File: config.mk
export PLATFORM = sky130hd
export DESIGN_NAME = seq1101_watch
export DESIGN_NICKNAME = d
export VERILOG_FILES = /design/src/rtl/seq1101_pkg.sv /design/src/rtl/seq1101_code.sv /design/src/rtl/seq1101_advance.sv /design/src/rtl/seq1101_flag.sv /design/src/rtl/seq1101_watch.sv
export SDC_FILE = /design/constraint.sdc
export NUM_CORES = 1
export LEC_CHECK = 0
export CORE_AREA = 10 10 47 49
export CTS_BUF_LIST = sky130_fd_sc_hd__clkbuf_16
export CTS_CLUSTER_SIZE = 24
export DETAILED_ROUTE_END_ITERATION = 8
export DIE_AREA = 0 0 57 59
export SYNTH_ARGS = -nofsm -noshare
export SYNTH_HDL_FRONTEND = slang
export SYNTH_SLANG_ARGS = --single-unit
File: constraint.sdc
create_clock -name clk -period 2.65 [get_ports clk]
set_clock_uncertainty 0.05 [all_clocks]
set_input_delay 0.53 -clock clk [delete_from_list [all_inputs] [get_ports clk]]
set_output_delay 0.53 -clock clk [all_outputs]
set_load 0.02 [all_outputs]
File: src/rtl/seq1101_pkg.sv
package seq1101_pkg;

    // Progress through the pattern; the order is relied on by the one-hot code
    typedef enum logic [1:0] {
        ST_NONE  = 2'd0,   // nothing useful seen
        ST_ONE   = 2'd1,   // last valid bit was 1
        ST_TWO   = 2'd2,   // last two valid bits were 11
        ST_THREE = 2'd3    // last three valid bits were 110
    } prog_e;

    localparam int NUM_STATES = 4;
    localparam int DENSE_W    = 2;

endpackage

File: src/rtl/seq1101_code.sv
module seq1101_code
    import seq1101_pkg::*;
#(
    parameter bit ONE_HOT = 1'b0,
    parameter int CODE_W  = ONE_HOT ? NUM_STATES : DENSE_W
) (
    input  prog_e             st_in,
    output logic [CODE_W-1:0] code_out,
    input  logic [CODE_W-1:0] code_in,
    output prog_e             st_out
);

    generate
        if (ONE_HOT) begin : g_onehot
            always_comb begin
                code_out = '0;
                code_out[st_in] = 1'b1;
            end
            always_comb begin
                st_out = ST_NONE;
                for (int i = 0; i < CODE_W; i++) begin
                    if (code_in[i]) st_out = prog_e'(i[DENSE_W-1:0]);
                end
            end
        end else begin : g_dense
            always_comb begin
                code_out = CODE_W'(st_in);
                st_out   = prog_e'(code_in[DENSE_W-1:0]);
            end
        end
    endgenerate

endmodule

File: src/rtl/seq1101_advance.sv
module seq1101_advance
    import seq1101_pkg::*;
(
    input  prog_e cur_st,
    input  logic  bit_valid,
    input  logic  bit_in,
    output prog_e nxt_st
);

    always_comb begin
        nxt_st = cur_st;
        if (bit_valid) begin
            unique case (cur_st)
                ST_NONE:  nxt_st = bit_in ? ST_ONE   : ST_NONE;
                ST_ONE:   nxt_st = bit_in ? ST_TWO   : ST_NONE;
                ST_TWO:   nxt_st = bit_in ? ST_TWO   : ST_THREE;
                ST_THREE: nxt_st = bit_in ? ST_ONE   : ST_NONE;
                default:  nxt_st = ST_NONE;
            endcase
        end
    end

endmodule

File: src/rtl/seq1101_flag.sv
module seq1101_flag
    import seq1101_pkg::*;
(
    input  prog_e cur_st,
    input  logic  rst,
    input  logic  bit_valid,
    input  logic  bit_in,
    output logic  hit
);

    always_comb begin
        hit = 1'b0;
        if (!rst && bit_valid && bit_in && (cur_st == ST_THREE)) hit = 1'b1;
    end

endmodule

File: src/rtl/seq1101_watch.sv
module seq1101_watch
    import seq1101_pkg::*;
#(
    parameter bit ONE_HOT = 1'b0
) (
    input  logic clk,
    input  logic rst,
    input  logic bit_valid,
    input  logic bit_in,
    output logic match_out
);

    localparam int CODE_W = ONE_HOT ? NUM_STATES : DENSE_W;

    typedef struct packed {
        logic [CODE_W-1:0] code;
    } regs_t;

    regs_t regs_d, regs_q;
    prog_e cur_st, adv_st, load_st;
    logic [CODE_W-1:0] load_code;

    seq1101_code #(.ONE_HOT(ONE_HOT), .CODE_W(CODE_W)) u_code (
        .st_in    (load_st),
        .code_out (load_code),
        .code_in  (regs_q.code),
        .st_out   (cur_st)
    );

    seq1101_advance u_adv (
        .cur_st    (cur_st),
        .bit_valid (bit_valid),
        .bit_in    (bit_in),
        .nxt_st    (adv_st)
    );

    seq1101_flag u_flag (
        .cur_st    (cur_st),
        .rst       (rst),
        .bit_valid (bit_valid),
        .bit_in    (bit_in),
        .hit       (match_out)
    );

    always_comb begin
        load_st     = rst ? ST_NONE : adv_st;
        regs_d      = regs_q;
        regs_d.code = load_code;
    end

    always_ff @(posedge clk) begin
        regs_q <= regs_d;
    end

endmodule

[Word level (Yosys, flattened, before mapping)]
Cells that the tools add are included.
Word-level totals
  logic and storage cells: 15
  input bits: 4
  register bits: 2
Operators by class
  equality and inequality tests: 3
  reduce and logical (&&, ||, !) cells: 6
  mux-type cells: 5
Operator list (count)
  $pmux W2 S3: 1
  $eq A2 B2 Y1 const B: 2
  $logic_and A1 B1 Y1: 3
  $mux W1: 3
  $eq A2 B1 Y1 const B: 1
  $logic_not A2 Y1: 1
  $mux W2: 1
  $reduce_or A2 Y1: 1
  $logic_not A1 Y1: 1

[Logic depth before layout (Yosys ltp)]
Gate-level depths: netlist of the first run.
  depth in word-level cells: 5
  gate-level depth with buffers: 4
  gate-level depth less buffers: 4

[Modules after synthesis]
A second synthesis of the first run with hierarchy kept.
Unflattened totals
  cells, all modules: 20
  area, all modules: 162.7 µm²
Modules (own cells, without submodules)
  seq1101_advance: cells each 10, times used 1, area an instance 70.1 µm²
  seq1101_watch: cells each 4, times used 1, area an instance 52.6 µm²
  seq1101_code: cells each 4, times used 1, area an instance 30.0 µm²
  seq1101_flag: cells each 2, times used 1, area an instance 10.0 µm²

[Worst setup path after synthesis of the first run]
Ideal clock, no wire load.
  kind: input port to output port
  from: in rst
  to: out match_out
  slack: 1216 ps
  buffers on the path: 0
  required time: 2070 ps
  stages on the path: 1
  data arrival time: 854 ps
  cells stage by stage: and4b_2
Between the ends
  longest elaborated chain between the ends: 5
Ends and longest elaborated chain
  start, declared: line seq1101_watch.sv:7  | input logic rst,
  $logic_not A1 Y1: line seq1101_flag.sv:13  | if (!rst && bit_valid && bit_in && (cur_st == ST_THREE)) hit = 1'b1;
  $logic_and A1 B1 Y1 (3 in a row): line seq1101_flag.sv:13
  $mux W1: line seq1101_flag.sv:13
  end, declared: line seq1101_watch.sv:10  | output logic match_out
Every way passes these cells.

[Final worst setup path of the first run]
  from: in bit_in
  to: out match_out
Between the ends
  longest elaborated chain between the ends: 3
Ends and longest elaborated chain
  start, declared: line seq1101_watch.sv:9  | input logic bit_in,
  $logic_and A1 B1 Y1 (2 in a row): line seq1101_flag.sv:13
  $mux W1: line seq1101_flag.sv:13
Every way passes these cells.

==> results.py, run 1 <==
metrics = {
    "synth": {
        "ys_seq_area_frac": 0.2783,
        "syn_area_per_cell_um2": 10.28,
        "synth_ff_type": "dfxtp_1",
        "synth.largest_area_cell": "dfxtp_1",
        "synthCells": 14,
        "ys_async_sr_fraction": 0,
        "synth_cell_types": 8,
        "synth_most_common_cell": "ha_1",
        "synth_common_cells": "ha_1, dfxtp_1, inv_1, mux2i_1, nor2_1",
        "synthTopCellsByArea": "dfxtp_1, ha_1, mux2i_1",
        "synth_warnings": 0,
        "netlist_area_um2": 143.9,
        "synth_seq_cells": 2,
        "syn_nets": 21,
        "synth_edf_count": 0,
        "synth_top_area_frac": 0.2783,
    },
    "critical_path": {
        "path_class": "in -> out",
        "reg2reg_slack_ps": 1470,
        "cp.arrival_ps": 1880,
        "required_ps": 2070,
        "reg2reg_to": "regs_q[0]",
        "r2r_start": "regs_q[0]",
        "end_kind": "output port",
        "r2r_cells": 4,
        "start_kind": "input pin",
        "path_max_fanout": 3,
    },
    "worst_hold_path": {
        "hold_start": "regs_q[1]",
        "whs_path_depth": 2,
        "hold_class": "reg -> reg",
        "hold_end": "regs_q[1]",
    },
    "flow_run": {
        "cap_violations": 0,
    },
    "global_route": {
        "grt_pass1_wl_um": 483,
        "track_usage": 0.02153,
        "use_met2": 0.02326,
        "grt_pass1_vias": 132,
        "grt_max_degree": 5,
        "grt_overflow": 0,
        "grtUsageMet3": 0.01717,
        "antenna_found_initial": 0,
        "top_usage_layer": "met4",
        "grtUsageMet1": 0.02118,
    },
    "clocking": {
        "h-tree-depth": 1,
        "cts.sinks": 2,
        "cts-hold-fix-buffers": 0,
        "cts_tree": "built",
        "cts_setup_buffers": 0,
        "cts_made_buffers": 3,
        "cts.clk_slew.worst_paths_ps": 30,
        "root_buffer": "clkbuf_16",
        "postCtsResizedCells": 0,
        "clock_path_buffers": 2,
        "insertion_delay_ps": 220,
    },
    "placed_design": {
        "place_congestion": 0.5870,
        "place_ws_ps": 181.9,
        "dpl.cell_count": 35,
        "port_buffers": 4,
        "placedInstanceArea_um2": 211.5,
        "hpwl_um": 247.4,
    },
    "final_layout": {
        "reg_top3": "regs_q x2",
        "ff_latch_area_um2": 40.04,
        "final_core_util": 0.2045,
        "multi_input_area_um2": 96.34,
        "largest_register": "regs_q",
        "largest_reg_flops": 2,
        "area_delta_synth_final_pct": 99.13,
        "n_antenna_cell": 0,
        "instances_no_fill": 38,
        "fillers": 158,
        "finish.instance_area_um2": 286.5,
        "final_nets": 31,
        "drive_gt1_frac": 0.2727,
    },
    "drt": {
        "first_iter_violations": 3,
        "dr.pass1.iters": 2,
        "viasPerCell": 3.184,
        "drc": 0,
        "drt-total-wl_um": 339,
        "ant_nets": 0,
        "vias": 121,
        "wl_per_cell_um": 8.921,
    },
    "timing": {
        "fin_hold_ws_ps": 489.2,
        "setup_slack_ps": 187.1,
        "relSlewSlack": 0.8489,
        "drv_slew": 0,
        "setup_viol": 0,
        "worst_pin_slew_ps": 225.9,
        "timing.fmax_mhz": 406.0,
        "hold_violations": 0,
        "period_needed_ps": 2463,
        "rsz0062_at_grt": "false",
        "fin_tns_setup_ps": 0,
        "min_period_over_period": 0.9294,
    },
    "status": {
        "status": "finished clean",
    },
    "pwr": {
        "power.leakage_nw": 0.1234,
        "p_per_area_nw_per_um2": 978.8,
        "totalPowerFinal_mw": 0.2805,
        "irDropWorstVdd_uv": 339.6,
    },
    "floorplanning": {
        "die_y_um": 59,
        "initial_utilization": 0.1027,
        "die_w_um": 57,
        "design.die.area_um2": 3363,
        "std_cell_rows": 14,
        "pin_count": 5,
        "core-area_um2": 1401,
    },
}
where the power goes:
group          internal [mW]  switching, mW  total [mW]  leakage [nW]
combinational         0.0111        0.00781      0.0189        0.0699
sequential            0.0328        0.00274      0.0355        0.0166
clock                  0.192         0.0341       0.226        0.0370
total                  0.236         0.0446       0.280         0.123
critical path, stage by stage:
cell,delay [ps]
clkdlybuf4s50_1,520
and4b_2,230
clkdlybuf4s50_1,610
cell type report:
type / instances / area share
clock buffers: 3 / 0.2620
inverters: 2 / 0.02620
multi-input cells: 10 / 0.3362
flip-flops and latches: 2 / 0.1397
well taps: 16 / 0.06987
repair buffers: 5 / 0.1659
kinds of logic after synthesis:
| family | count (synthesis) | synth area share |
|---|---|---|
| DFF | 2 | 0.2783 |
| adders and majority gates | 3 | 0.2609 |
| AOI/OAI and AO/OA | 2 | 0.1391 |
| muxes | 2 | 0.1391 |
| buffers and inverters | 2 | 0.05219 |
| and+or+nand+nor | 3 | 0.1304 |
per-layer routing:
metal  up-vias  routed length [um]
li1         66                   -
met1        51                 180
met5         -                   0
met4         0                   0
met2         4                 139
met3         0                  20
cells in the final DEF, fill, tap and decap left out, drive strengths merged:
master / count
and4b: 1
a211oi: 2
clkdlybuf4s50: 4
ha: 3
buf: 1
inv: 2
clkbuf: 3
mux2i: 2
dfxtp: 2
nor2: 2
worst max-delay path by stage:
stage	end	slack [ps]	from
2_1_floorplan	match_out	1220	rst
3_3_place_gp	match_out	190	rst
3_5_place_dp	match_out	180	bit_in
4_1_cts	match_out	180	bit_in
5_1_grt	match_out	160	bit_in
6_report	match_out	190	bit_in
No activity file was read; power rests on OpenSTA's default activity.
==> inputs of run 2 (changes only) <==
--- a/config.mk
+++ b/config.mk
@@ -10,6 +10,8 @@
 export CTS_CLUSTER_SIZE = 24
 export DETAILED_ROUTE_END_ITERATION = 8
 export DIE_AREA = 0 0 57 59
+export GPL_TIMING_DRIVEN = 1
+export PLACE_DENSITY = 0.3
 export SYNTH_ARGS = -nofsm -noshare
 export SYNTH_HDL_FRONTEND = slang
 export SYNTH_SLANG_ARGS = --single-unit
==> run 2 against run 1 <==
Wire length is 6.8% higher. Hold slack worse by 0.61 ps. Utilization stayed put. Clock power hardly changed. Combinational power hardly changed. Sequential share of layout area stayed put. Critical endpoint unchanged. Highest routed layer is now met4.
==> results.py, run 2 (synthesized netlist as in run 1, its figures left out) <==
metrics = {
    "placed_design": {
        "port_buffers": 4,
        "dpl.cell_count": 35,
        "place_congestion": 0.6256,
        "place_ws_ps": 163.6,
        "placedInstanceArea_um2": 211.5,
        "hpwl_um": 264.2,
    },
    "critical_path": {
        "cp-startpoint": "bit_in",
        "path_max_fanout": 3,
        "reg2reg_slack_ps": 1490,
        "cp.arrival_ps": 1900,
        "r2r_start": "regs_q[0]",
        "path_class": "in -> out",
        "end_kind": "output port",
        "start_kind": "input pin",
        "reg2reg_to": "regs_q[0]",
        "r2r_cells": 4,
        "endpoint": "match_out",
        "required_ps": 2070,
    },
    "pwr": {
        "power.leakage_nw": 0.1234,
        "irDropWorstVdd_uv": 583.9,
        "p_per_area_nw_per_um2": 985.1,
        "totalPowerFinal_mw": 0.2823,
    },
    "floorplanning": {
        "die_w_um": 57,
        "design.die.area_um2": 3363,
        "std_cell_rows": 14,
        "initial_utilization": 0.1027,
        "pin_count": 5,
        "die_y_um": 59,
        "core-area_um2": 1401,
    },
    "clocking": {
        "cts-hold-fix-buffers": 0,
        "h-tree-depth": 1,
        "cts_tree": "built",
        "cts.sinks": 2,
        "clock_path_buffers": 2,
        "insertion_delay_ps": 220,
        "cts_setup_buffers": 0,
        "root_buffer": "clkbuf_16",
        "cts.clk_slew.worst_paths_ps": 30,
        "cts_made_buffers": 3,
        "postCtsResizedCells": 0,
    },
    "final_layout": {
        "instances_no_fill": 38,
        "n_antenna_cell": 0,
        "fillers": 165,
        "largest_register": "regs_q",
        "largest_reg_flops": 2,
        "final_nets": 31,
        "final_cell_mix": "clkdlybuf4s50_1, ha_1, clkbuf_16",
        "area_delta_synth_final_pct": 99.13,
        "multi_input_area_um2": 96.34,
        "finish.instance_area_um2": 286.5,
        "drive_gt1_frac": 0.2727,
        "ff_latch_area_um2": 40.04,
        "reg_top3": "regs_q x2",
        "final_common_cell": "clkdlybuf4s50_1",
    },
    "flow_run": {
        "cap_violations": 0,
    },
    "drt": {
        "ant_nets": 0,
        "first_iter_violations": 2,
        "dr.pass1.iters": 4,
        "vias": 126,
        "drc": 0,
        "drt-total-wl_um": 362,
        "wl_per_cell_um": 9.526,
        "viasPerCell": 3.316,
    },
    "timing": {
        "fin_tns_setup_ps": 0,
        "period_needed_ps": 2480,
        "setup_slack_ps": 170.1,
        "drv_slew": 0,
        "min_period_over_period": 0.9358,
        "rsz0062_at_grt": "false",
        "worst_pin_slew_ps": 225.2,
        "setup_viol": 0,
        "relSlewSlack": 0.8494,
        "timing.fmax_mhz": 403.2,
        "hold_violations": 0,
    },
    "global_route": {
        "grt_pass1_wl_um": 621,
        "track_usage": 0.02927,
        "grt_overflow": 0,
        "grt_pass1_vias": 152,
        "top_usage_layer": "met4",
        "grtUsageMet1": 0.02820,
        "grt_max_degree": 5,
        "antenna_found_initial": 0,
        "grtUsageMet3": 0.01931,
        "use_met2": 0.02636,
    },
    "status": {
        "status": "finished clean",
    },
    "worst_hold_path": {
        "hold_class": "reg -> reg",
    },
}
run 2: worst min path at each step:
stage,from,end,slack [ps],cells past startpoint
floorplan,regs_q[1],regs_q[1],450,2
global placement,regs_q[1],regs_q[1],490,2
detailed placement,regs_q[1],regs_q[1],490,2
CTS,regs_q[1],regs_q[1],490,2
global route,regs_q[0],regs_q[0],540,2
finish,regs_q[1],regs_q[1],490,2
run 2: metal layers:
layer,wire [um],up-vias
li1,-,65
met4,36,0
met3,20,4
met2,112,7
met1,193,50
met5,0,-
run 2: report_power, final:
| group | internal (mW) | switching [mW] | total [mW] |
|---|---|---|---|
| sequential | 0.0328 | 0.00262 | 0.0354 |
| combinational | 0.0110 | 0.00782 | 0.0188 |
| clock | 0.192 | 0.0360 | 0.228 |
| total | 0.236 | 0.0464 | 0.282 |
run 2: worst max-delay path, cell delays in order:
cell and delay [ps]:
clkdlybuf4s50_1 520, and4b_2 240, clkdlybuf4s50_1 610
run 2: final cells by class:
| class | count | area share |
|---|---|---|
| Sequential cell | 2 | 0.1397 |
| Clock buffer | 3 | 0.2620 |
| Tap cell | 16 | 0.06987 |
| Timing Repair Buffer | 5 | 0.1659 |
| Multi-Input combinational cell | 10 | 0.3362 |
| Inverter | 2 | 0.02620 |
run 2: metrics by stage:
stage / utilization / hold slack [ps]
final: 0.2045 / 488.6
after global placement: 0.1509 / 492.3
after floorplan: - / 454.4
after detailed placement: 0.1509 / 488.2
after global routing: 0.2045 / 539.2
after CTS: 0.2045 / 491.5
